==> config.mk <==
export PLATFORM = sky130hd
export DESIGN_NAME = arg_addr_gen
export DESIGN_NICKNAME = d
export VERILOG_FILES = /design/src/rtl/arg_pkg.sv /design/src/rtl/arg_update.sv /design/src/rtl/arg_regfile.sv /design/src/rtl/arg_ptr.sv /design/src/rtl/arg_addr_gen.sv
export SDC_FILE = /design/constraint.sdc
export NUM_CORES = 1
export LEC_CHECK = 0
export BUFFER_PORTS_ARGS = -buffer_cell sky130_fd_sc_hd__buf_2
export CORE_ASPECT_RATIO = 1.1
export CORE_MARGIN = 5
export CORE_UTILIZATION = 35
export CTS_CLUSTER_SIZE = 14
export DETAILED_ROUTE_END_ITERATION = 8
export SETUP_SLACK_MARGIN = 0.2
export SKIP_LAST_GASP = 1
export SYNTH_ARGS = -nofsm -noshare
export SYNTH_HDL_FRONTEND = slang
export SYNTH_SLANG_ARGS = --single-unit
==> constraint.sdc <==
create_clock -name clk -period 5.4 [get_ports clk]
set_input_delay 1.62 -clock clk [delete_from_list [all_inputs] [get_ports clk]]
set_output_delay 1.62 -clock clk [all_outputs]
set_load 0.05 [all_outputs]
==> src/rtl/arg_pkg.sv <==
package arg_pkg;

    typedef enum logic [2:0] {
        AM_HOLD  = 3'd0,
        AM_INC   = 3'd1,
        AM_DEC   = 3'd2,
        AM_ADD0  = 3'd3,
        AM_SUB0  = 3'd4,
        AM_BRADD = 3'd5,
        AM_BRSUB = 3'd6,
        AM_RSVD  = 3'd7
    } amode_e;

endpackage

==> src/rtl/arg_update.sv <==
module arg_update
    import arg_pkg::*;
#(
    parameter int AW     = 16,
    parameter bit HAS_BR = 1'b1
) (
    input  logic [AW-1:0] cur,
    input  logic [AW-1:0] ar0,
    input  logic [2:0]    mode,
    output logic [AW-1:0] nxt
);

    logic [AW-1:0] cur_r;
    logic [AW-1:0] ar0_r;
    logic [AW-1:0] sum_r;
    logic [AW-1:0] dif_r;
    logic [AW-1:0] br_sum;
    logic [AW-1:0] br_dif;

    // mirror operands so an ordinary adder runs its carry from MSB to LSB
    for (genvar g = 0; g < AW; g++) begin : g_rev
        assign cur_r[g]  = cur[AW-1-g];
        assign ar0_r[g]  = ar0[AW-1-g];
        assign br_sum[g] = sum_r[AW-1-g];
        assign br_dif[g] = dif_r[AW-1-g];
    end

    assign sum_r = cur_r + ar0_r;
    assign dif_r = cur_r - ar0_r;

    always_comb begin
        nxt = cur;
        unique case (amode_e'(mode))
            AM_HOLD:  nxt = cur;
            AM_INC:   nxt = cur + AW'(1);
            AM_DEC:   nxt = cur - AW'(1);
            AM_ADD0:  nxt = cur + ar0;
            AM_SUB0:  nxt = cur - ar0;
            AM_BRADD: nxt = HAS_BR ? br_sum : cur;
            AM_BRSUB: nxt = HAS_BR ? br_dif : cur;
            AM_RSVD:  nxt = cur;
        endcase
    end

endmodule

==> src/rtl/arg_regfile.sv <==
module arg_regfile #(
    parameter int AW     = 16,
    parameter int NUM_AR = 8,
    parameter int PW     = 3
) (
    input  logic                        clk,
    input  logic                        rst_n,
    input  logic                        upd_en,
    input  logic [PW-1:0]               upd_sel,
    input  logic [AW-1:0]               upd_data,
    input  logic                        ld_en,
    input  logic [PW-1:0]               ld_sel,
    input  logic [AW-1:0]               ld_data,
    output logic [NUM_AR-1:0][AW-1:0]   ar_q
);

    for (genvar g = 0; g < NUM_AR; g++) begin : g_ar
        logic [AW-1:0] q;
        always_ff @(posedge clk) begin
            if (!rst_n) begin
                q <= '0;
            end else if (ld_en && ld_sel == PW'(g)) begin
                q <= ld_data;
            end else if (upd_en && upd_sel == PW'(g)) begin
                q <= upd_data;
            end
        end
        assign ar_q[g] = q;
    end

endmodule

==> src/rtl/arg_ptr.sv <==
module arg_ptr #(
    parameter int NUM_AR = 8,
    parameter int PW     = 3
) (
    input  logic          clk,
    input  logic          rst_n,
    input  logic          op_valid,
    input  logic          nxt_valid,
    input  logic [PW-1:0] nxt_ptr,
    output logic [PW-1:0] arp,
    output logic          sel_err
);

    localparam logic [PW:0] LIM = (PW+1)'(NUM_AR);

    logic in_range;
    logic want;

    assign in_range = ({1'b0, nxt_ptr} < LIM);
    assign want     = op_valid && nxt_valid;

    always_ff @(posedge clk) begin
        if (!rst_n) begin
            arp     <= '0;
            sel_err <= 1'b0;
        end else begin
            sel_err <= want && !in_range;
            if (want && in_range) begin
                arp <= nxt_ptr;
            end
        end
    end

endmodule

==> src/rtl/arg_addr_gen.sv <==
module arg_addr_gen #(
    parameter int AW     = 16,
    parameter int NUM_AR = 8,
    parameter bit HAS_BR = 1'b1
) (
    input  logic          clk,
    input  logic          rst_n,
    input  logic          op_valid,
    input  logic [2:0]    op_mode,
    input  logic          nxt_valid,
    input  logic [2:0]    nxt_ptr,
    input  logic          ld_en,
    input  logic [2:0]    ld_sel,
    input  logic [AW-1:0] ld_data,
    output logic [AW-1:0] addr,
    output logic [2:0]    arp,
    output logic          sel_err
);

    localparam int PW = 3;

    logic [NUM_AR-1:0][AW-1:0] ar_q;
    logic [AW-1:0]             cur;
    logic [AW-1:0]             upd_val;

    assign cur  = ar_q[arp];
    assign addr = cur;

    arg_update #(.AW(AW), .HAS_BR(HAS_BR)) u_upd (
        .cur  (cur),
        .ar0  (ar_q[0]),
        .mode (op_mode),
        .nxt  (upd_val)
    );

    arg_regfile #(.AW(AW), .NUM_AR(NUM_AR), .PW(PW)) u_rf (
        .clk      (clk),
        .rst_n    (rst_n),
        .upd_en   (op_valid),
        .upd_sel  (arp),
        .upd_data (upd_val),
        .ld_en    (ld_en),
        .ld_sel   (ld_sel),
        .ld_data  (ld_data),
        .ar_q     (ar_q)
    );

    arg_ptr #(.NUM_AR(NUM_AR), .PW(PW)) u_ptr (
        .clk       (clk),
        .rst_n     (rst_n),
        .op_valid  (op_valid),
        .nxt_valid (nxt_valid),
        .nxt_ptr   (nxt_ptr),
        .arp       (arp),
        .sel_err   (sel_err)
    );

endmodule

==> results by stage <==
Worst setup path:
- The family of cells with the greatest summed delay on the critical path is compound AO/OA/AOI/OAI gates.
- The critical path contains buffers and inverters numbering 3 combined.
- The critical path in this run is classified as flop to flop.
- STA classifies the critical path startpoint as a flop.
- The delay contributed by the slowest stage of the critical path is 0.51 ns.
- The worst flop-to-flop path startpoint is u_ptr.arp[0].
- The most common cell type on the critical path is sky130_fd_sc_hd__inv_1.
- Counting cells, the worst reg-to-reg path comes to 16.
- In this run the worst path has a maximum fanout of 27.
- The capturing element type of the critical path is a flop.
- The endpoint identified for the worst register-to-register timing path is u_rf.g_ar[5].q[1].
- Across all register-to-register paths, the minimum setup slack is 0.53 ns.
- The critical path goes through buf_12 -> mux4_2 -> mux2i_1 -> inv_1 -> ha_1 -> inv_1 -> fa_1 -> o21bai_2 -> a221oi_4 -> o21ai_2 -> a2111oi_4 -> nor3_2 -> or4_1 -> and3_4 -> o22ai_4 -> o211a_1.
- The critical-path cell with the highest stage delay is sky130_fd_sc_hd__dfxtp_2.
- For the worst setup path, the data required time is 5.77 ns.
- At the worst endpoint, the arrival time is 5.24 ns.

Yosys:
- sky130_fd_sc_hd__dfxtp_1 takes more of the synthesized area than any other cell.
- Sequential cells were found to cover approximately a quarter of the synthesized design area.
- The dominant cell by count in the synthesized netlist is sky130_fd_sc_hd__o21ai_0.
- The area share of the largest cell type after synthesis is 26.5%.
- By count the netlist is led by 133 x sky130_fd_sc_hd__o21ai_0, 131 x sky130_fd_sc_hd__dfxtp_1, 127 x sky130_fd_sc_hd__a21oi_1, 94 x sky130_fd_sc_hd__nand2_1, 65 x sky130_fd_sc_hd__nor2_1.
- In this run the cell area of the synthesized design comes to 9900 sq um.
- The flip-flop and latch count after synthesis is around 130.
- Ranked by total cell area, the synthesized netlist is headed by sky130_fd_sc_hd__dfxtp_1 26%, sky130_fd_sc_hd__mux4_2 7.3%, sky130_fd_sc_hd__o21ai_0 6.7%, sky130_fd_sc_hd__a21oi_1 6.4%, sky130_fd_sc_hd__ha_1 5.8%.
- The most used flip-flop cell after synthesis is sky130_fd_sc_hd__dfxtp_1.
- The number of distinct library cells after synthesis is 91.
- The cell count after synthesis is about 1,200.
- The count of flip-flops with a built-in enable after synthesis is 0.
- The share of async-settable or async-resettable flops after synthesis is 0%.
- Each instance of the synthesized netlist takes up on average 8.33 sq um.
- The count of warnings emitted by yosys is 0.
- The number of nets in the synthesized netlist is ~1,300.

Floorplan:
- The die is 170 microns wide.
- The starting utilization of the core area is approximately 36%.
- The area of the core is 27,900 sq um.
- The floorplan die area is 31,800 sq um.
- The number of standard-cell rows in the floorplan is 64.
- 50 I/O pins were placed.
- The die is 186 microns tall.

Worst hold path:
- The worst hold path terminates at u_rf.g_ar[5].q[4].
- The class of the most critical hold timing path is flop to flop.
- The worst hold path was traced through 2 stages.
- In this run the most critical hold path is launched from u_rf.g_ar[5].q[4].

Clock tree:
- The clock insertion delay at the later pin of the skew report is 0.43 ns.
- The H-tree was split into 4 levels.
- Post-CTS repair changed the size of 0 cells.
- The maximum count of clock buffers along a single path is 2.
- The number of buffers created by CTS is 17.
- The clock root buffer is sky130_fd_sc_hd__clkbuf_16.
- The TritonCTS clock tree is done.
- CTS saw ~130 sinks.
- The clock input transition at the sequential cells of the worst setup and hold paths is 0.06 ns.
- The number of buffers added to fix hold violations after cts is 0.
- Once the clock tree was built, the setup fixing pass inserted 0 buffers.

Place:
- The routability congestion estimate is 0.981.
- The number of port buffers is 48.
- The number of instances in the placed design is ~1,600.
- Summed over all nets, the half-perimeter wirelength after detailed placement is 26,800 microns.

Global routing:
- The global-route wire length before repair is 55,900 microns.
- The via count of the first global-routing pass is 9,402.
- For this run, the total global-route usage over all layers was measured as between 20% and 30%.
- The initial antenna violation count came to 0.
- The pin count of the biggest net entering global routing is 85.
- Summed over all layers, the global routing overflow is 0.

Drt:
- The routed via count divided by cell count is 6.25.
- The detailed-route wire length per cell is 23.0 microns.
- The first detailed-routing pass took 7 iterations.
- The final layout contains routed wiring with a total length of between 30,000 and 40,000 microns.
- Across all layers, the routed design uses around 10,000 vias.
- For this run, design rule violations remaining after detail routing come to 0.
- The iteration-0 DRC count of the detailed router is 985.
- The count of nets left with antenna violations once routing finished came out at 0.

Power and ir drop:
- Total power for the finished layout comes to around 3.8 mW.
- In this run the power density over the cells is 336 nW/um^2.
- The leakage power is 4.44 nW.
- Across the VDD grid, the largest voltage drop is 0.225 mV.

STA:
- The count of final setup violators is 0.
- The slew at the pin closest to its max-slew limit is 0.884 ns.
- Subtracting the final worst setup slack from the clock period gives 4.87 ns.
- The achievable clock frequency is 205 MHz.
- Setup total negative slack on the finished layout was measured at 0 ns.
- Measured against its own limit, the worst slew margin works out to 40.7%.
- The post-route fraction of the period consumed by the critical path is 90.2%.
- The number of pins with negative max-slew slack in the final report is 0.
- For the final database, setup skew stands at approximately 0.0095 ns.
- The final number of hold-violating endpoints was 0.
- Setup repair after global routing left no endpoint under its margin.
- Hold timing on the final database bottoms out at a slack of between 0.4 and 0.5 ns.

Finish:
- The filler-free cell count of the finished design is roughly 1,600.
- The number of filler instances in the final layout is 2,819.
- Compared with the post-synthesis result, the final layout area differs by 13.0%.
- The final standard cell utilization of the core is 40.1%.
- The final-stage net count is 1,297.
- The antenna diode count is 0.
- The post-route netlist has 16.5% of its cells at a drive strength greater than 1.

Run status:
- The run finished with clean final reports.

Flow run:
- Max-cap violations in this run came to 0.
==> state kept, by name (all words and copies together), names as in the netlist <==
signal and flops:
u_rf.g_ar.q 128, u_ptr.arp 3
==> layout make-up <==
cell class | count | area [sq um] | share of cell area (%)
inverters | 38 | 143 | 1.27
well taps | 363 | 454 | 4.06
clock inverters | 13 | 174 | 1.55
multi-input cells | 936 | 6740 | 60.2
flip-flops and latches | 131 | 2630 | 23.5
clock buffers | 19 | 453 | 4.05
repair buffers | 94 | 601 | 5.37
==> power by group <==
part           total [mW]  leakage [nW]  switching, mW  internal (mW)
combinational        1.46          3.08          0.947          0.508
clock                1.23         0.297          0.468          0.758
sequential           1.08          1.07         0.0617           1.02
==> cells in the final DEF (no fill, tap or decap), types with 5 or more instances in the layout <==
cell type                   count
sky130_fd_sc_hd__or3_1          5
sky130_fd_sc_hd__o311a_1       17
sky130_fd_sc_hd__mux2_2        14
sky130_fd_sc_hd__dfxtp_1      129
sky130_fd_sc_hd__a31oi_1        5
sky130_fd_sc_hd__o211a_1       24
sky130_fd_sc_hd__buf_4         46
sky130_fd_sc_hd__a21o_1        18
sky130_fd_sc_hd__a22o_1        17
sky130_fd_sc_hd__o22a_1        15
sky130_fd_sc_hd__nand4_1        6
sky130_fd_sc_hd__o31ai_1       10
sky130_fd_sc_hd__buf_2         47
sky130_fd_sc_hd__nor2_1        65
sky130_fd_sc_hd__clkbuf_16     17
sky130_fd_sc_hd__a211oi_1       7
sky130_fd_sc_hd__xnor2_1       12
sky130_fd_sc_hd__a21boi_0      13
sky130_fd_sc_hd__o22ai_1       10
sky130_fd_sc_hd__mux4_2        32
sky130_fd_sc_hd__a32oi_1       42
sky130_fd_sc_hd__nand3_1       39
sky130_fd_sc_hd__nand2_1       94
sky130_fd_sc_hd__nor2b_1       22
sky130_fd_sc_hd__and2_1        17
sky130_fd_sc_hd__or2b_1         7
sky130_fd_sc_hd__mux2i_1       11
sky130_fd_sc_hd__o21ai_1       12
sky130_fd_sc_hd__nor3_2         7
sky130_fd_sc_hd__o21ai_0      133
sky130_fd_sc_hd__nor3_1        12
sky130_fd_sc_hd__o21a_1         7
sky130_fd_sc_hd__a21oi_1      127
sky130_fd_sc_hd__ha_1          46
sky130_fd_sc_hd__nand2b_1      12
sky130_fd_sc_hd__inv_1         36
==> worst max path at each step <==
stage	slack (ns)	end	cells past startpoint	startpoint
final	0.53	u_rf.g_ar[5].q[1]	16	u_ptr.arp[0]
after global routing	0.26	u_rf.g_ar[7].q[1]	16	u_ptr.arp[0]
after CTS	0.52	u_rf.g_ar[5].q[1]	16	u_ptr.arp[0]
after detailed placement	0.22	u_rf.g_ar[1].q[6]	15	op_mode[1]
after global placement	0.31	u_rf.g_ar[0].q[12]	16	op_mode[1]
after floorplan	0.48	u_rf.g_ar[3].q[10]	15	op_mode[1]
==> tightest hold or removal path, stage by stage (launching register included) <==
cell and delay, ns:
sky130_fd_sc_hd__dfxtp_1 0.32, sky130_fd_sc_hd__a32oi_1 0.08, sky130_fd_sc_hd__o21ai_0 0.07
==> routing by layer <==
metal | GRT usage [%] | vias up | share of wire [%]
met3 | 3.72 | 87 | 7.3
met1 | 29.8 | 4809 | 41
met5 | 0 | - | 0
met2 | 35.5 | 459 | 47
li1 | - | 4612 | -
met4 | 9.95 | 0 | 4.5
==> cell families (layout without fill, tap and decap cells) <==
group                      Yosys count  count (layout)  share of synthesized area [%]
and+or+nand+nor                    302             302                           15.0
muxes                               57              57                           9.98
AOI/OAI and AO/OA                  510             510                           35.0
adders and majority gates           52              52                           6.72
buffers and inverters              121             164                           5.55
DFF                                131             131                           26.5
xor gates and xnor gates            14              14                           1.24
other                                1               1                         0.0379
==> stage by stage <==
step                      worst slack, ns  instance area, sq um
after floorplan                     0.478                  9900
after global placement              0.309                 10600
after detailed placement            0.216                 10600
after CTS                           0.517                 11200
after global routing                0.264                 11200
final                               0.529                 11200
Power figures use the tool's default switching activity.
